--- src/rtl/ddr2_cmd_pkg.sv ---
package ddr2_cmd_pkg;

  typedef enum logic [3:0] {
    CMD_DESEL,
    CMD_NOP,
    CMD_ACT,
    CMD_RD,
    CMD_WR,
    CMD_PRE,
    CMD_REF,
    CMD_MODE
  } cmdKind_t;

  // strobes from control to the bank datapath
  typedef struct packed {
    logic openBank;
    logic closeBank;
    logic closeAll;
    logic latchCol;
  } bankStb_t;

endpackage

--- src/rtl/ddr2_cmd_ctrl.sv ---
module ddr2_cmd_ctrl
  import ddr2_cmd_pkg::*;
#(
  parameter int NUM_BANKS = 4,
  parameter int BA_W      = 2
) (
  input  logic                 clk,
  input  logic                 rstN,
  input  logic                 csN,
  input  logic                 rasN,
  input  logic                 casN,
  input  logic                 weN,
  input  logic [BA_W-1:0]      ba,
  input  logic                 apFlag,
  input  logic [NUM_BANKS-1:0] bankOpen,
  output bankStb_t             stb,
  output logic                 actPulse,
  output logic                 rdPulse,
  output logic                 wrPulse,
  output logic                 prePulse,
  output logic                 preAllPulse,
  output logic                 refPulse,
  output logic                 mrsPulse,
  output logic                 emrsPulse,
  output logic                 seqErr,
  output logic [BA_W-1:0]      mrSel
);

  cmdKind_t kind;
  logic     legal;
  logic     isOpen;
  logic     anyOpen;

  assign isOpen  = bankOpen[ba];
  assign anyOpen = |bankOpen;

  always_comb begin
    if (csN) begin
      kind = CMD_DESEL;
    end else begin
      unique case ({rasN, casN, weN})
        3'b011:  kind = CMD_ACT;
        3'b101:  kind = CMD_RD;
        3'b100:  kind = CMD_WR;
        3'b010:  kind = CMD_PRE;
        3'b001:  kind = CMD_REF;
        3'b000:  kind = CMD_MODE;
        default: kind = CMD_NOP;
      endcase
    end
  end

  always_comb begin
    unique case (kind)
      CMD_ACT:           legal = !isOpen;
      CMD_RD, CMD_WR:    legal = isOpen;
      CMD_REF, CMD_MODE: legal = !anyOpen;
      default:           legal = 1'b1;
    endcase
  end

  always_comb begin
    stb           = '0;
    stb.openBank  = legal && (kind == CMD_ACT);
    stb.latchCol  = legal && ((kind == CMD_RD) || (kind == CMD_WR));
    stb.closeBank = (stb.latchCol && apFlag) || ((kind == CMD_PRE) && !apFlag);
    stb.closeAll  = (kind == CMD_PRE) && apFlag;
  end

  always_ff @(posedge clk or negedge rstN) begin
    if (!rstN) begin
      actPulse    <= 1'b0;
      rdPulse     <= 1'b0;
      wrPulse     <= 1'b0;
      prePulse    <= 1'b0;
      preAllPulse <= 1'b0;
      refPulse    <= 1'b0;
      mrsPulse    <= 1'b0;
      emrsPulse   <= 1'b0;
      seqErr      <= 1'b0;
      mrSel       <= '0;
    end else begin
      actPulse    <= legal && (kind == CMD_ACT);
      rdPulse     <= legal && (kind == CMD_RD);
      wrPulse     <= legal && (kind == CMD_WR);
      prePulse    <= (kind == CMD_PRE) && !apFlag;
      preAllPulse <= (kind == CMD_PRE) && apFlag;
      refPulse    <= legal && (kind == CMD_REF);
      mrsPulse    <= legal && (kind == CMD_MODE) && (ba == '0);
      emrsPulse   <= legal && (kind == CMD_MODE) && (ba != '0);
      seqErr      <= !legal;
      if (legal && (kind == CMD_MODE)) mrSel <= ba;
    end
  end

  // a deselected cycle produces no pulse of any kind
  assert_cs_mask_R1: assert property (@(posedge clk) disable iff (!rstN)
    csN |=> !(actPulse | rdPulse | wrPulse | prePulse | preAllPulse |
              refPulse | mrsPulse | emrsPulse | seqErr));

  // pulses are mutually exclusive
  assert_one_pulse_R11: assert property (@(posedge clk) disable iff (!rstN)
    $onehot0({actPulse, rdPulse, wrPulse, prePulse, preAllPulse,
              refPulse, mrsPulse, emrsPulse, seqErr}));

  // refresh is only ever reported when every bank was idle
  assert_ref_idle_R8: assert property (@(posedge clk) disable iff (!rstN)
    (!csN && !rasN && !casN && weN && anyOpen) |=> !refPulse);

endmodule

--- src/rtl/ddr2_bank_dp.sv ---
module ddr2_bank_dp
  import ddr2_cmd_pkg::*;
#(
  parameter int NUM_BANKS = 4,
  parameter int BA_W      = 2,
  parameter int ADDR_W    = 14,
  parameter int ROW_W     = 14,
  parameter int COL_W     = 11,
  parameter int AP_BIT    = 10,
  parameter bit IS_X16    = 1'b0
) (
  input  logic                       clk,
  input  logic                       rstN,
  input  bankStb_t                   stb,
  input  logic [BA_W-1:0]            ba,
  input  logic [ADDR_W-1:0]          addr,
  output logic [NUM_BANKS-1:0]       bankOpen,
  output logic [NUM_BANKS*ROW_W-1:0] openRows,
  output logic [BA_W-1:0]            cmdBank,
  output logic [ROW_W-1:0]           rowAddr,
  output logic [COL_W-1:0]           colAddr,
  output logic                       autoPre
);

  logic [ROW_W-1:0] rowIn;
  logic [COL_W-1:0] colIn;

  generate
    if (IS_X16) begin : g_rowNarrow
      assign rowIn = {1'b0, addr[ROW_W-2:0]};
    end else begin : g_rowFull
      assign rowIn = addr[ROW_W-1:0];
    end
  endgenerate

  // column skips the auto-precharge bit
  assign colIn = {addr[COL_W:AP_BIT+1], addr[AP_BIT-1:0]};

  generate
    for (genvar g = 0; g < NUM_BANKS; g++) begin : g_bank
      always_ff @(posedge clk or negedge rstN) begin
        if (!rstN) begin
          bankOpen[g]                 <= 1'b0;
          openRows[g*ROW_W +: ROW_W]  <= '0;
        end else if (stb.closeAll) begin
          bankOpen[g]                 <= 1'b0;
        end else if (ba == BA_W'(g)) begin
          if (stb.openBank) begin
            bankOpen[g]                <= 1'b1;
            openRows[g*ROW_W +: ROW_W] <= rowIn;
          end else if (stb.closeBank) begin
            bankOpen[g]                <= 1'b0;
          end
        end
      end
    end
  endgenerate

  always_ff @(posedge clk or negedge rstN) begin
    if (!rstN) begin
      cmdBank <= '0;
      rowAddr <= '0;
      colAddr <= '0;
      autoPre <= 1'b0;
    end else begin
      if (stb.openBank || stb.latchCol || stb.closeBank) cmdBank <= ba;
      if (stb.openBank) rowAddr <= rowIn;
      if (stb.latchCol) begin
        colAddr <= colIn;
        autoPre <= addr[AP_BIT];
      end
    end
  end

  // an open strobe leaves the addressed bank open
  assert_open_after_act_R3: assert property (@(posedge clk) disable iff (!rstN)
    stb.openBank |=> bankOpen[$past(ba)]);

  // all-bank close empties every bank
  assert_close_all_R5: assert property (@(posedge clk) disable iff (!rstN)
    stb.closeAll |=> (bankOpen == '0));

endmodule

--- src/rtl/ddr2_cmd_tracker.sv ---
module ddr2_cmd_tracker
  import ddr2_cmd_pkg::*;
#(
  parameter int NUM_BANKS = 4,
  parameter int ADDR_W    = 14,
  parameter int ROW_W     = 14,
  parameter int COL_W     = 11,
  parameter int AP_BIT    = 10,
  parameter bit IS_X16    = 1'b0,
  localparam int BA_W     = $clog2(NUM_BANKS)
) (
  input  logic                       clk,
  input  logic                       rstN,
  input  logic                       csN,
  input  logic                       rasN,
  input  logic                       casN,
  input  logic                       weN,
  input  logic [BA_W-1:0]            ba,
  input  logic [ADDR_W-1:0]          addr,
  output logic                       actPulse,
  output logic                       rdPulse,
  output logic                       wrPulse,
  output logic                       prePulse,
  output logic                       preAllPulse,
  output logic                       refPulse,
  output logic                       mrsPulse,
  output logic                       emrsPulse,
  output logic                       seqErr,
  output logic [BA_W-1:0]            mrSel,
  output logic [BA_W-1:0]            cmdBank,
  output logic [ROW_W-1:0]           rowAddr,
  output logic [COL_W-1:0]           colAddr,
  output logic                       autoPre,
  output logic [NUM_BANKS-1:0]       bankOpen,
  output logic [NUM_BANKS*ROW_W-1:0] openRows
);

  bankStb_t stb;

  ddr2_cmd_ctrl #(
    .NUM_BANKS(NUM_BANKS),
    .BA_W     (BA_W)
  ) u_ctrl (
    .clk        (clk),
    .rstN       (rstN),
    .csN        (csN),
    .rasN       (rasN),
    .casN       (casN),
    .weN        (weN),
    .ba         (ba),
    .apFlag     (addr[AP_BIT]),
    .bankOpen   (bankOpen),
    .stb        (stb),
    .actPulse   (actPulse),
    .rdPulse    (rdPulse),
    .wrPulse    (wrPulse),
    .prePulse   (prePulse),
    .preAllPulse(preAllPulse),
    .refPulse   (refPulse),
    .mrsPulse   (mrsPulse),
    .emrsPulse  (emrsPulse),
    .seqErr     (seqErr),
    .mrSel      (mrSel)
  );

  ddr2_bank_dp #(
    .NUM_BANKS(NUM_BANKS),
    .BA_W     (BA_W),
    .ADDR_W   (ADDR_W),
    .ROW_W    (ROW_W),
    .COL_W    (COL_W),
    .AP_BIT   (AP_BIT),
    .IS_X16   (IS_X16)
  ) u_dp (
    .clk     (clk),
    .rstN    (rstN),
    .stb     (stb),
    .ba      (ba),
    .addr    (addr),
    .bankOpen(bankOpen),
    .openRows(openRows),
    .cmdBank (cmdBank),
    .rowAddr (rowAddr),
    .colAddr (colAddr),
    .autoPre (autoPre)
  );

  // a rejected command leaves the bank state as it was
  assert_err_hold_R7: assert property (@(posedge clk) disable iff (!rstN)
    seqErr |-> ($stable(bankOpen) && $stable(openRows)));

endmodule

--- config.mk ---
export PLATFORM = sky130hd
export DESIGN_NAME = ddr2_cmd_tracker
export DESIGN_NICKNAME = d
export VERILOG_FILES = /design/src/rtl/ddr2_cmd_pkg.sv /design/src/rtl/ddr2_cmd_ctrl.sv /design/src/rtl/ddr2_bank_dp.sv /design/src/rtl/ddr2_cmd_tracker.sv
export SDC_FILE = /design/constraint.sdc
export NUM_CORES = 1
export LEC_CHECK = 0
export BUFFER_PORTS_ARGS = -buffer_cell sky130_fd_sc_hd__buf_2
export CAP_MARGIN = 20
export CORE_MARGIN = 1.5
export CORE_UTILIZATION = 44
export CTS_BUF_LIST = sky130_fd_sc_hd__clkbuf_8
export DETAILED_ROUTE_END_ITERATION = 16
export PLACE_DENSITY = 0.71
export REMOVE_ABC_BUFFERS = 1
export SLEW_MARGIN = 40
export SYNTH_ARGS = -nofsm -noshare
export SYNTH_HDL_FRONTEND = slang
export SYNTH_SLANG_ARGS = --single-unit
--- constraint.sdc ---
create_clock -name clk -period 2.5 [get_ports clk]
set_input_delay 0.5 -clock clk [delete_from_list [all_inputs] [get_ports clk]]
set_output_delay 0.5 -clock clk [all_outputs]
set_load 0.02 [all_outputs]
[Yosys cells after proc, flatten, opt, wreduce, memory -nomap -nowiden]
Index checks and enable logic that the tools add are counted.
Word-level totals
  register bits: 99
  bits in latches: 0
  RAM bits: 0
  ROM bits: 0
  bits of input ports: 22
  output and inout bits: 99
  word-level logic and storage cells: 91
  memories kept: 0
Cells by class
  add/sub/neg operators: 0
  $mul: 0
  divide/modulo/power cells: 0
  $lt $le $gt $ge: 1
  eq/ne operators: 14
  shift operators: 0
  mux-type cells: 15
  bitwise operators: 1
  reduce and logical (&&, ||, !) cells: 38
Operators with widths (count)
  case mux 3 bit (6 select lines): 1
  == test 3 x 2 -> 1 bit (second input constant): 4
  == test 3 bit (second input constant): 4
  AND reduction 3 bit: 4
  logical AND 1 bit: 11
  2-to-1 mux 1 bit: 11
  nonzero test 2 bit: 5
  == test 4 x 3 -> 1 bit (second input constant): 2
  AND reduction 2 bit: 4
  == test 2 bit (second input constant): 2
  logical NOT 1 bit: 4
  logical OR 1 bit: 4
  OR reduction 2 bit: 2
  OR reduction 4 bit: 1
  == test 3 x 1 -> 1 bit (second input constant): 1
  logical NOT 3 bit: 1
  less-than comparator 2 x 3 -> 1 bit (second input constant): 1
  2-to-1 mux 3 bit: 1
  case mux 1 bit (3 select lines): 1
  nonzero test 3 bit: 1
  binary-select mux 1 bit (select 2 bit): 1
  == test 2 x 1 -> 1 bit (second input constant): 1
  logical NOT 2 bit: 1
  NOT 1 bit: 1

[Depth between registers and ports, before layout]
  word-level depth: 13
  gate-level depth with buffers: 7
  depth with buffers taken out: 4

[Cells and area by module]
Synthesis repeated with hierarchy kept, for this count alone.
Second synthesis, totals
  cells, all modules: 235
  area total of the unflattened synthesis: 3967.6 sq um
Modules (own cells, without submodules)
  ddr2_bank_dp: instances 1, cells an instance 198, area an instance 3482.1 sq um, sequential area each 2202.1 sq um
  ddr2_cmd_ctrl: instances 1, cells an instance 37, area an instance 485.5 sq um, sequential area each 275.3 sq um

[Worst setup path before layout]
OpenSTA, ideal clock, no wires.
  path kind: input to register
  from: in ba[1]
  to: reg u_dp.openRows[0]
  library setup time: 0.125 ns
  arrival: 2.157 ns
  required time: 2.375 ns
  setup slack: 0.219 ns
  stages on the path: 6
  buffers on the path: 3
  cell sequence: buf_6 mux4_2 buf_6 nor4_4 buf_6 mux2_2
Between the ends
  longest elaborated chain between the ends: 6
  elaborated cells on any way between the ends: 7
  those cells by class: mux: 3; reduce/logical: 4
RTL lines
  start, declared: RTL line ddr2_cmd_tracker.sv:18  | input logic [BA_W-1:0] ba,
  binary-select mux 1 bit (select 2 bit): RTL line ddr2_cmd_ctrl.sv:34  | assign isOpen = bankOpen[ba];
  2-to-1 mux 1 bit (not written as such): RTL line ddr2_cmd_ctrl.sv:34
  logical NOT 1 bit: RTL line ddr2_cmd_ctrl.sv:55  | CMD_ACT: legal = !isOpen;
  case mux 1 bit (3 select lines): RTL line ddr2_cmd_ctrl.sv:54  | unique case (kind)
  logical AND 1 bit: RTL line ddr2_cmd_ctrl.sv:64  | stb.openBank = legal && (kind == CMD_ACT);
  AND reduction 3 bit (no source line) *
  end signal, assigned by index: RTL line ddr2_bank_dp.sv:50  | openRows[g*ROW_W +: ROW_W] <= rowIn;
  end, declared: RTL line ddr2_bank_dp.sv:18  | output logic [NUM_BANKS*ROW_W-1:0] openRows,
Mark *: on every way between the ends. The rest lies on a longest branch, timed or not. The select of a mux whose other input is x is not followed.
A chain may end at the register's enable or synchronous reset.

[Worst setup path after layout]
  from: reg u_dp.bankOpen[3]
  to: reg u_dp.openRows[5]
Between the ends
  longest elaborated chain between the ends: 6
  elaborated cells on any way between the ends: 8
  those cells by class: mux: 3; reduce/logical: 5
RTL lines
  start, declared: RTL line ddr2_bank_dp.sv:17  | output logic [NUM_BANKS-1:0] bankOpen,
  start signal, assigned by index: RTL line ddr2_bank_dp.sv:43  | bankOpen[g] <= 1'b0;
  start signal, assigned by index: RTL line ddr2_bank_dp.sv:46  | bankOpen[g] <= 1'b0;
  start signal, assigned by index: RTL line ddr2_bank_dp.sv:49  | bankOpen[g] <= 1'b1;
  binary-select mux 1 bit (select 2 bit): RTL line ddr2_cmd_ctrl.sv:34
  2-to-1 mux 1 bit (not written as such): RTL line ddr2_cmd_ctrl.sv:34
  logical NOT 1 bit: RTL line ddr2_cmd_ctrl.sv:55
  case mux 1 bit (3 select lines) *: RTL line ddr2_cmd_ctrl.sv:54
  logical AND 1 bit *: RTL line ddr2_cmd_ctrl.sv:64
  AND reduction 3 bit (no source line) *
Marked as above.

==> flow_summary.json <==
{
  "ys_seq_area_share_pct": 64.1,
  "die-height_um": 96.7,
  "post-synth-top-area-fraction_pct": 64.1,
  "count_of_cell_types_in_the_netlist": 31,
  "rsz_0062_raised_after_global_routing": "no",
  "grt.total_usage_pct": 18.7,
  "drt_iter0_drc": 53,
  "grt_overflow_total": 0,
  "cts.repair.resized": 0,
  "setup_violating_endpoint_count_in_the_final_report": 0,
  "critical_path_arrival_ns": 2.36,
  "instances_no_fill": 493,
  "design.final.nets": 403,
  "count_of_endpoints_failing_hold_in_the_final_timing_report": 0,
  "cts_made_buffers": 9,
  "dp_hpwl_um": 5880,
  "dieArea_um2": 9360,
  "initial_core_util_pct": 44.8,
  "layout.cell_area.non_filler_um2": 4880,
  "ctsHoldBuffers": 0,
  "drt-pass1-iter-count": 4,
  "count_of_warnings_emitted_by_yosys": 0,
  "synthTopCellsByCount": "sky130_fd_sc_hd__dfrtp_1 (99), sky130_fd_sc_hd__mux2_2 (84), sky130_fd_sc_hd__nor2_1 (11)",
  "antenna_cells_inserted": 0,
  "holdCritPathClass": "input port to asynchronous set/reset pin",
  "pin_count_of_the_biggest_net_entering_global_routing": 52,
  "detail_route.drc_violations": 0,
  "finish.utilization_pct": 56.5,
  "design_power_total_mw": 4.59,
  "route.detailed.vias_per_inst": 5.11,
  "fp.coreArea_um2": 8640,
  "floorplan.rows": 34,
  "placement.setup.worst_slack_ns": 0.102,
  "flip_flop_and_latch_count_after_synthesis": 99,
  "die_width_um": 96.7,
  "cp-start-kind": "flop",
  "clock_tree_from_tritoncts": "built",
  "top_level_ports": 121,
  "slew-limit-headroom_pct": 57.0,
  "fillerInstances": 746,
  "fin_crit_sh_pct": 84.2,
  "cts_sinks": 99,
  "cts.reportedPaths.clkPinSlew_ns": 0.09,
  "final.setup_skew_ns": 0.00510,
  "max_cap_violations": 0,
  "synth.most_common_cell": "sky130_fd_sc_hd__dfrtp_1",
  "number_of_enable_type_register_cells_in_the_synthesized_netlist": 0,
  "required_time_at_the_worst_slack_endpoint_ns": 2.75,
  "gp_congestion": 0.729,
  "slew_viol_final": 0,
  "syn-cell-area_um2": 3870,
  "worst_skew_pair.late_latency_ns": 0.36,
  "fin_worst_hold_slack_ns": 0.151,
  "numPortBuffers": 120,
  "placed_area_um2": 4680,
  "asr_flop_ratio_synth_pct": 100,
  "area_growth_syn_to_layout_pct": 26.1,
  "final.setup.worst_slack_ns": 0.395,
  "clock_tree.buffer_depth": 2,
  "drt_wl_total_um": 8380,
  "synthFlopType": "sky130_fd_sc_hd__dfrtp_1",
  "root_buffer": "sky130_fd_sc_hd__clkbuf_8",
  "post_route_cells_drive_above_1_share_pct": 62.9,
  "syn-mean-instance-area_um2": 15.8,
  "netlist_top_cells_area": "sky130_fd_sc_hd__dfrtp_1 (64%), sky130_fd_sc_hd__mux2_2 (24%), sky130_fd_sc_hd__nor2_1 (1.1%)",
  "endpoint_kind": "flop",
  "leakage_nw": 2.49,
  "status": "complete, no violations",
  "ctsHtreeMaxLevel": 3,
  "first_global_vias": 2592,
  "placed_cells_incl_taps": 478,
  "synth_area_leader_cell": "sky130_fd_sc_hd__dfrtp_1",
  "detail-route-antenna-nets": 0,
  "timing.critical_path.fanout_max": 12,
  "via_count": 2517,
  "ir_drop_mv": 0.514,
  "power.density_cell_area_nw_per_um2": 941,
  "achievable-frequency_mhz": 475,
  "post_cts_buffers": 0,
  "layout_min_cycle_time_ns": 2.10,
  "global_route_wire_length_before_repair_um": 13700,
  "antenna_found_initial": 0,
  "max_slew.worst_pin.slew_ns": 0.645,
  "post_synthesis_instance_total": 245,
  "timing.setup.critical_path_class": "flop to flop",
  "routed_wire_length_per_instance_um": 17.0,
  "final.setup.tns_ns": 0
}
routing by layer:
metal  part of all wire (%)  up-vias  global-route usage [%]
met1                     45     1274                    25.1
met3                    6.9       16                    5.49
met5                      0        -                       0
met4                    1.8        0                    7.47
met2                     46       90                    28.7
li1                       -     1137                       -
where the power goes:
part           total (mW)  internal, mW  switching (mW)
clock network        1.04         0.470           0.566
logic                1.39         0.560           0.826
registers            2.17          1.97           0.196
path summary, 6_finish.rpt:
path	from	end	slack [ns]	cells after the start
worst max-delay path	u_dp.bankOpen[3]$_DFFE_PN0P_	u_dp.openRows[5]$_DFFE_PN0P_	0.40	4
worst min-delay path	rstN	u_dp.openRows[34]$_DFFE_PN0P_	0.15	1
worst max register to register	u_dp.bankOpen[3]$_DFFE_PN0P_	u_dp.openRows[5]$_DFFE_PN0P_	0.40	4
worst min register to register	u_dp.cmdBank[0]$_DFFE_PN0P_	u_dp.cmdBank[0]$_DFFE_PN0P_	0.49	1
max in group asynchronous	rstN	u_ctrl.refPulse$_DFF_PN0_	1.66	2
min in group clk	addr[10]	u_ctrl.prePulse$_DFF_PN0_	0.34	2
layout by cell type, fill, tap and decap left out, drive strengths merged:
| cell type | netlist | routed |
|---|---|---|
| buf | 9 | 136 |
| dfrtp | 99 | 99 |
| mux2 | 86 | 86 |
| nor2 | 12 | 12 |
| clkbuf | 2 | 9 |
| o21ai | 7 | 7 |
| inv | 2 | 5 |
| nand2 | 4 | 4 |
| nor2b | 3 | 3 |
| nor3 | 3 | 3 |
| nand3 | 3 | 3 |
| a21oi | 2 | 2 |
| nor3b | 2 | 2 |
| nor4 | 2 | 2 |
| mux4 | 1 | 1 |
| a31oi | 1 | 1 |
| a211oi | 1 | 1 |
| or4bb | 1 | 1 |
| nor4b | 1 | 1 |
| and2 | 1 | 1 |
| and3 | 1 | 1 |
| or3b | 1 | 1 |
| o21bai | 1 | 1 |
| clkinv | 0 | 1 |
| clkinvlp | 0 | 1 |
| bufinv | 0 | 1 |
registers in the layout, summed over array words and instances, names as in the netlist, 2 cells and up:
signal and flops:
u_dp.rowAddr 14, u_dp.bankOpen 4, u_ctrl.mrSel 2, u_dp.colAddr 11, u_dp.cmdBank 2, u_dp.openRows 56
worst max-delay path, stage by stage, from the launching register on:
cell and delay [ns]:
sky130_fd_sc_hd__dfrtp_1 0.44, sky130_fd_sc_hd__mux4_2 0.67, sky130_fd_sc_hd__nor4_4 0.35, sky130_fd_sc_hd__buf_12 0.19, sky130_fd_sc_hd__mux2_2 0.34
final cells by class:
| class | instances | area, um^2 | share of cell area [%] |
|---|---|---|---|
| repair buffers | 136 | 761 | 15.6 |
| clock inverters | 6 | 72.6 | 1.49 |
| multi-input cells | 133 | 1300 | 26.6 |
| flip-flops and latches | 99 | 2480 | 50.8 |
| inverters | 2 | 7.51 | 0.154 |
| clock buffers | 9 | 124 | 2.54 |
| well taps | 108 | 135 | 2.77 |
kinds of logic after synthesis:
family	synth area share (%)
buf+inv	2.33
simple gates	6.25
mux	25.6
flops	64.1
compound gates	1.72
(Power assumes the default switching activity.)
